--- src/rtl/pgrd_pkg.sv ---
package pgrd_pkg;
  typedef enum logic {
    SEQ_IDLE   = 1'b0,
    SEQ_ACCESS = 1'b1
  } seq_state_e;
endpackage

--- src/rtl/pgrd_page_tracker.sv ---
module pgrd_page_tracker #(
  parameter int ADDR_W  = 24,
  parameter int PSIZE_W = 2,
  parameter int MIN_OFS = 2
) (
  input  logic               clk,
  input  logic               rst_n,
  input  logic [ADDR_W-1:0]  look_addr,
  input  logic               cfg_en,
  input  logic [PSIZE_W-1:0] cfg_psize,
  input  logic               load,
  input  logic               drop,
  output logic               hit
);
  localparam int TAG_W = ADDR_W - MIN_OFS;

  logic [TAG_W-1:0]   keep_mask;
  logic [TAG_W-1:0]   look_tag;
  logic [TAG_W-1:0]   tag_q, tag_d;
  logic               vld_q, vld_d;
  logic               en_q;
  logic [PSIZE_W-1:0] psize_q;
  logic               cfg_chg;

  // clear the tag bits that lie inside the page
  always_comb begin
    for (int i = 0; i < TAG_W; i++) begin
      keep_mask[i] = (i >= int'(cfg_psize));
    end
  end

  assign look_tag = look_addr[ADDR_W-1:MIN_OFS] & keep_mask;
  assign cfg_chg  = (en_q != cfg_en) || (psize_q != cfg_psize);
  assign hit      = vld_q && cfg_en && !cfg_chg && (look_tag == tag_q);

  always_comb begin
    tag_d = tag_q;
    vld_d = vld_q;
    if (cfg_chg || drop) vld_d = 1'b0;
    if (load) begin
      tag_d = look_tag;
      vld_d = 1'b1;
    end
  end

  always_ff @(posedge clk or negedge rst_n) begin
    if (!rst_n) begin
      tag_q   <= '0;
      vld_q   <= 1'b0;
      en_q    <= 1'b0;
      psize_q <= '0;
    end else begin
      tag_q   <= tag_d;
      vld_q   <= vld_d;
      en_q    <= cfg_en;
      psize_q <= cfg_psize;
    end
  end
endmodule

--- src/rtl/pgrd_wait_timer.sv ---
module pgrd_wait_timer #(
  parameter int CNT_W = 4
) (
  input  logic             clk,
  input  logic             rst_n,
  input  logic             load,
  input  logic [CNT_W-1:0] load_val,
  input  logic             run,
  output logic             last
);
  localparam logic [CNT_W-1:0] ONE = CNT_W'(1);

  logic [CNT_W-1:0] cnt_q, cnt_d;
  logic             cnt_en;

  assign last   = (cnt_q == ONE);
  assign cnt_en = load || (run && (cnt_q > ONE));

  always_comb begin
    if (load) cnt_d = (load_val == '0) ? ONE : load_val;
    else      cnt_d = cnt_q - ONE;
  end

  always_ff @(posedge clk or negedge rst_n) begin
    if (!rst_n)      cnt_q <= ONE;
    else if (cnt_en) cnt_q <= cnt_d;
  end
endmodule

--- src/rtl/page_read_seq.sv ---
module page_read_seq #(
  parameter int ADDR_W  = 24,
  parameter int DATA_W  = 16,
  parameter int CNT_W   = 4,
  parameter int PSIZE_W = 2,
  parameter int MIN_OFS = 2
) (
  input  logic               clk,
  input  logic               rst_n,
  input  logic               req_valid,
  input  logic [ADDR_W-1:0]  req_addr,
  output logic               req_ready,
  input  logic               cfg_page_en,
  input  logic [PSIZE_W-1:0] cfg_psize,
  input  logic [CNT_W-1:0]   cfg_first_cyc,
  input  logic [CNT_W-1:0]   cfg_page_cyc,
  input  logic               cfg_half_wide,
  output logic [ADDR_W-1:0]  mem_addr,
  output logic               mem_cs_n,
  output logic               mem_rd_n,
  input  logic [DATA_W-1:0]  mem_data,
  output logic [DATA_W-1:0]  rd_data,
  output logic               rd_valid
);
  import pgrd_pkg::*;

  seq_state_e        state_q, state_d;
  logic [ADDR_W-1:0] addr_q, addr_d;
  logic [DATA_W-1:0] data_q;
  logic              vld_q;
  logic              active, last, fin, accept, page_hit;
  logic [CNT_W-1:0]  wait_sel;

  assign active    = (state_q == SEQ_ACCESS);
  assign req_ready = !active || last;
  assign accept    = req_valid && req_ready;
  assign fin       = active && last;
  assign wait_sel  = page_hit ? cfg_page_cyc : cfg_first_cyc;

  pgrd_page_tracker #(
    .ADDR_W (ADDR_W),
    .PSIZE_W(PSIZE_W),
    .MIN_OFS(MIN_OFS)
  ) page_i (
    .clk      (clk),
    .rst_n    (rst_n),
    .look_addr(req_addr),
    .cfg_en   (cfg_page_en),
    .cfg_psize(cfg_psize),
    .load     (accept),
    .drop     (fin && !accept),
    .hit      (page_hit)
  );

  pgrd_wait_timer #(
    .CNT_W(CNT_W)
  ) timer_i (
    .clk     (clk),
    .rst_n   (rst_n),
    .load    (accept),
    .load_val(wait_sel),
    .run     (active),
    .last    (last)
  );

  always_comb begin
    state_d = state_q;
    if (accept)   state_d = SEQ_ACCESS;
    else if (fin) state_d = SEQ_IDLE;
    addr_d = req_addr;
    if (cfg_half_wide) addr_d[0] = 1'b0;
  end

  always_ff @(posedge clk or negedge rst_n) begin
    if (!rst_n) begin
      state_q <= SEQ_IDLE;
      vld_q   <= 1'b0;
    end else begin
      state_q <= state_d;
      vld_q   <= fin;
    end
  end

  always_ff @(posedge clk or negedge rst_n) begin
    if (!rst_n)      addr_q <= '0;
    else if (accept) addr_q <= addr_d;
  end

  always_ff @(posedge clk or negedge rst_n) begin
    if (!rst_n)   data_q <= '0;
    else if (fin) data_q <= mem_data;
  end

  assign mem_addr = addr_q;
  assign mem_cs_n = !active;
  assign mem_rd_n = !active;
  assign rd_data  = data_q;
  assign rd_valid = vld_q;
endmodule


--- config.mk ---
export PLATFORM = sky130hd
export DESIGN_NAME = page_read_seq
export DESIGN_NICKNAME = d
export VERILOG_FILES = /design/src/rtl/pgrd_pkg.sv /design/src/rtl/pgrd_page_tracker.sv /design/src/rtl/pgrd_wait_timer.sv /design/src/rtl/page_read_seq.sv
export SDC_FILE = /design/constraint.sdc
export NUM_CORES = 1
export LEC_CHECK = 0
export ABC_AREA = 1
export BUFFER_PORTS_ARGS = -buffer_cell sky130_fd_sc_hd__buf_2
export CORE_ASPECT_RATIO = 1.5
export CORE_UTILIZATION = 30
export CTS_CLUSTER_SIZE = 28
export DETAILED_ROUTE_END_ITERATION = 6
export SLEW_MARGIN = 20
export SYNTH_ARGS = -nofsm -noshare
export SYNTH_HDL_FRONTEND = slang
export SYNTH_SLANG_ARGS = --single-unit
export TNS_END_PERCENT = 10
--- constraint.sdc ---
create_clock -name clk -period 4.77 [get_ports clk]
set_clock_uncertainty 0.1 [all_clocks]
set_input_delay 0.2385 -clock clk [delete_from_list [all_inputs] [get_ports clk]]
set_output_delay 0.2385 -clock clk [all_outputs]
set_load 0.1 [all_outputs]
==> flow_metrics.tcl <==
set metrics [dict create \
    die_w_um 84.27 \
    setup_ws_ns 1.989 \
    slew_viol_final 0 \
    first_pass_iters 6 \
    worstPathRequired_ns 4.88 \
    grt-ovfl-total 0 \
    period_share_pct 58.29 \
    cp.arrival_ns 2.89 \
    hold_path_class "input port to flop" \
    grt_pass1_wl_um 12230 \
    cp-end-kind "flop" \
    synth_seq_area_share_pct 43.59 \
    finish.net_count 573 \
    die_y_um 125.4 \
    ff_latch_area_sq_mm 0.001328 \
    crit_type "flop to flop" \
    cts_tree "yes" \
    layout-drive-gt1-share_pct 24.95 \
    grt_start_max_net_pins 54 \
    clk_path_buf_depth 2 \
    core-area_sq_mm 0.009799 \
    cts_buffers 5 \
    clock-root-buffer "clkbuf_16" \
    netlist_area_sq_mm 0.003045 \
    rows 44 \
    drt_iter0_drc 105 \
    start_kind "flop" \
    violations "design-rule violations" \
    antenna_found_initial 0 \
    fin_util_pct 37.82 \
    first_global_vias 2734 \
    ys_warn_count 0 \
    dpl.hpwl_um 5852 \
    via_per_inst 4.329 \
    timing.slew.headroom_pct 39.92 \
    wl_per_cell_um 11.61 \
    finalSetupTns_ns 0 \
    clk_pin_slew_ns 0.07 \
    drc 8 \
    multiInputGateArea_sq_mm 0.001282 \
    synthCells 434 \
    max_freq_ghz 0.3596 \
    post_cts_buffers 0 \
    vias 2736 \
    area_delta_synth_final_pct 21.69 \
    cts-resized-gates 0 \
    track_usage_pct 14.50 \
    routed_wirelength_um 7338 \
    diodes 0 \
    setup_viol 0 \
    clock_latency_ns 0.29 \
    status "finished with violations" \
    tightest_slew_ns 0.9002 \
    yosysUniqueCellTypes 26 \
    io_pins 99 \
    ys_seq_elements 53 \
    nFillCells 1063 \
    fin_crit_ns 2.781 \
    rsz0062_at_grt "false" \
    htree_levels 2 \
    port_buffers 98 \
    postCtsHoldBufs 3 \
    start_util_pct 31.08 \
    syn_nets 491 \
    drtAntennaViolNets 0 \
    globalplace.congestion 0.8228 \
    clkSinkCount 53 \
    cp_max_fo 26 \
    avgSynthCellArea_sq_um 7.017 \
    drv_cap 0 \
    die_area_sq_mm 0.01057 \
    post-place-ws_ns 2.000 \
    hold_violations 0 \
]
==> logic make-up (layout without fill, tap and decap cells) <==
logic type | Yosys count | after routing | synth area share [%]
buffers and inverters | 92 | 175 | 14.30
and+or+nand+nor | 251 | 251 | 33.94
xor gates and xnor gates | 10 | 10 | 2.876
DFF | 53 | 53 | 43.59
adders and majority gates | 2 | 2 | 0.8216
AOI/OAI and AO/OA | 26 | 26 | 4.479
==> synthesized netlist by cell type <==
master | number | area, sq um
nor2_2 | 6 | 37.54
clkbuf_1 | 2 | 7.510
xnor2_1 | 7 | 61.31
xor2_1 | 3 | 26.28
inv_2 | 6 | 22.52
dfstp_2 | 1 | 26.28
nor2_1 | 27 | 101.4
nand3_2 | 3 | 30.03
buf_2 | 3 | 15.01
or3_1 | 1 | 6.260
o221ai_1 | 1 | 8.760
a21oi_1 | 2 | 10.01
nand2_2 | 3 | 18.77
nand4_1 | 5 | 31.28
nand3b_1 | 1 | 7.510
o211ai_1 | 1 | 7.510
nand3_1 | 10 | 50.05
nor2_4 | 1 | 11.26
and2_1 | 2 | 12.51
ha_1 | 2 | 25.02
o21ai_0 | 22 | 110.1
nor3_2 | 1 | 10.01
inv_1 | 58 | 217.7
nand2_1 | 191 | 716.9
buf_4 | 23 | 172.7
dfrtp_1 | 52 | 1301
==> cell type report <==
type	count	share of cell area (%)
Clock buffer	6	3.747
Clock inverter	2	1.013
Sequential cell	53	35.82
Multi-Input combinational cell	289	34.61
Inverter	64	6.482
Tap cell	115	3.883
Timing Repair Buffer	103	14.45
==> per-stage QoR <==
step           cell area [sq um]  hold WS (ns)  cells
3_5_place_dp                3500        0.2935    621
6_report                    3706       0.02285    632
4_1_cts                     3706       0.01509    632
5_1_grt                     3706       0.01358    632
3_3_place_gp                3500        0.2905    621
2_1_floorplan               3045       -0.1571    434
==> registers in the layout (all words and copies together) (netlist names) <==
name and cells:
mem_addr 24, rd_data 16, timer_i.cnt_q 4, page_i.tag_q 3, page_i.psize_q 2, active 1, page_i.en_q 1, page_i.vld_q 1
rd_valid 1
==> worst max-delay path: stages (launching register included) <==
cell      delay, ns
dfstp_2        0.54
ha_1           0.14
nand2_1        0.09
nand2_2        0.11
inv_2          0.05
nor2_2         0.67
inv_1          0.47
nand2_1        0.28
o211ai_1       0.12
o21ai_0        0.10
==> final timing paths <==
kind / depth (start not counted) / end / slack (ns) / from
max: 9 / timer_i.cnt_q[2] / 1.99 / timer_i.cnt_q[0]
min: 1 / page_i.psize_q[1] / 0.02 / cfg_psize[1]
max reg2reg: 9 / timer_i.cnt_q[2] / 1.99 / timer_i.cnt_q[0]
min reg2reg: 2 / rd_data[1] / 0.37 / rd_data[1]
max in group asynchronous: 3 / mem_addr[22] / 3.60 / rst_n
min in group asynchronous: 3 / rd_data[3] / 0.51 / rst_n
==> layer usage <==
layer | share of wire [%] | track usage (%)
met1 | 40 | 15.19
met2 | 53 | 27.72
met5 | 0 | 0
met4 | 1.5 | 4.970
met3 | 5.7 | 3.498
==> cells in the final DEF, fill, tap and decap left out <==
| cell type | n |
|---|---|
| nand2_2 | 3 |
| clkbuf_16 | 5 |
| clkinvlp_4 | 1 |
| xnor2_1 | 7 |
| a21oi_1 | 2 |
| nor2_1 | 27 |
| ha_1 | 2 |
| nand3_1 | 10 |
| dfstp_2 | 1 |
| inv_2 | 6 |
| nand3b_1 | 1 |
| nor2_4 | 1 |
| clkbuf_8 | 1 |
| buf_2 | 98 |
| o221ai_1 | 1 |
| nor2_2 | 6 |
| dlygate4sd3_1 | 3 |
| nand3_2 | 3 |
| dfrtp_1 | 52 |
| inv_1 | 58 |
| buf_4 | 2 |
| bufinv_16 | 1 |
| xor2_1 | 3 |
| o211ai_1 | 1 |
| and2_1 | 2 |
| nand2_1 | 191 |
| nand4_1 | 5 |
| o21ai_0 | 22 |
| nor3_2 | 1 |
| or3_1 | 1 |
Power is left out: the tool's default activity adds up to more than one toggle a clock period on the data nets, which glitch-free logic cannot reach.
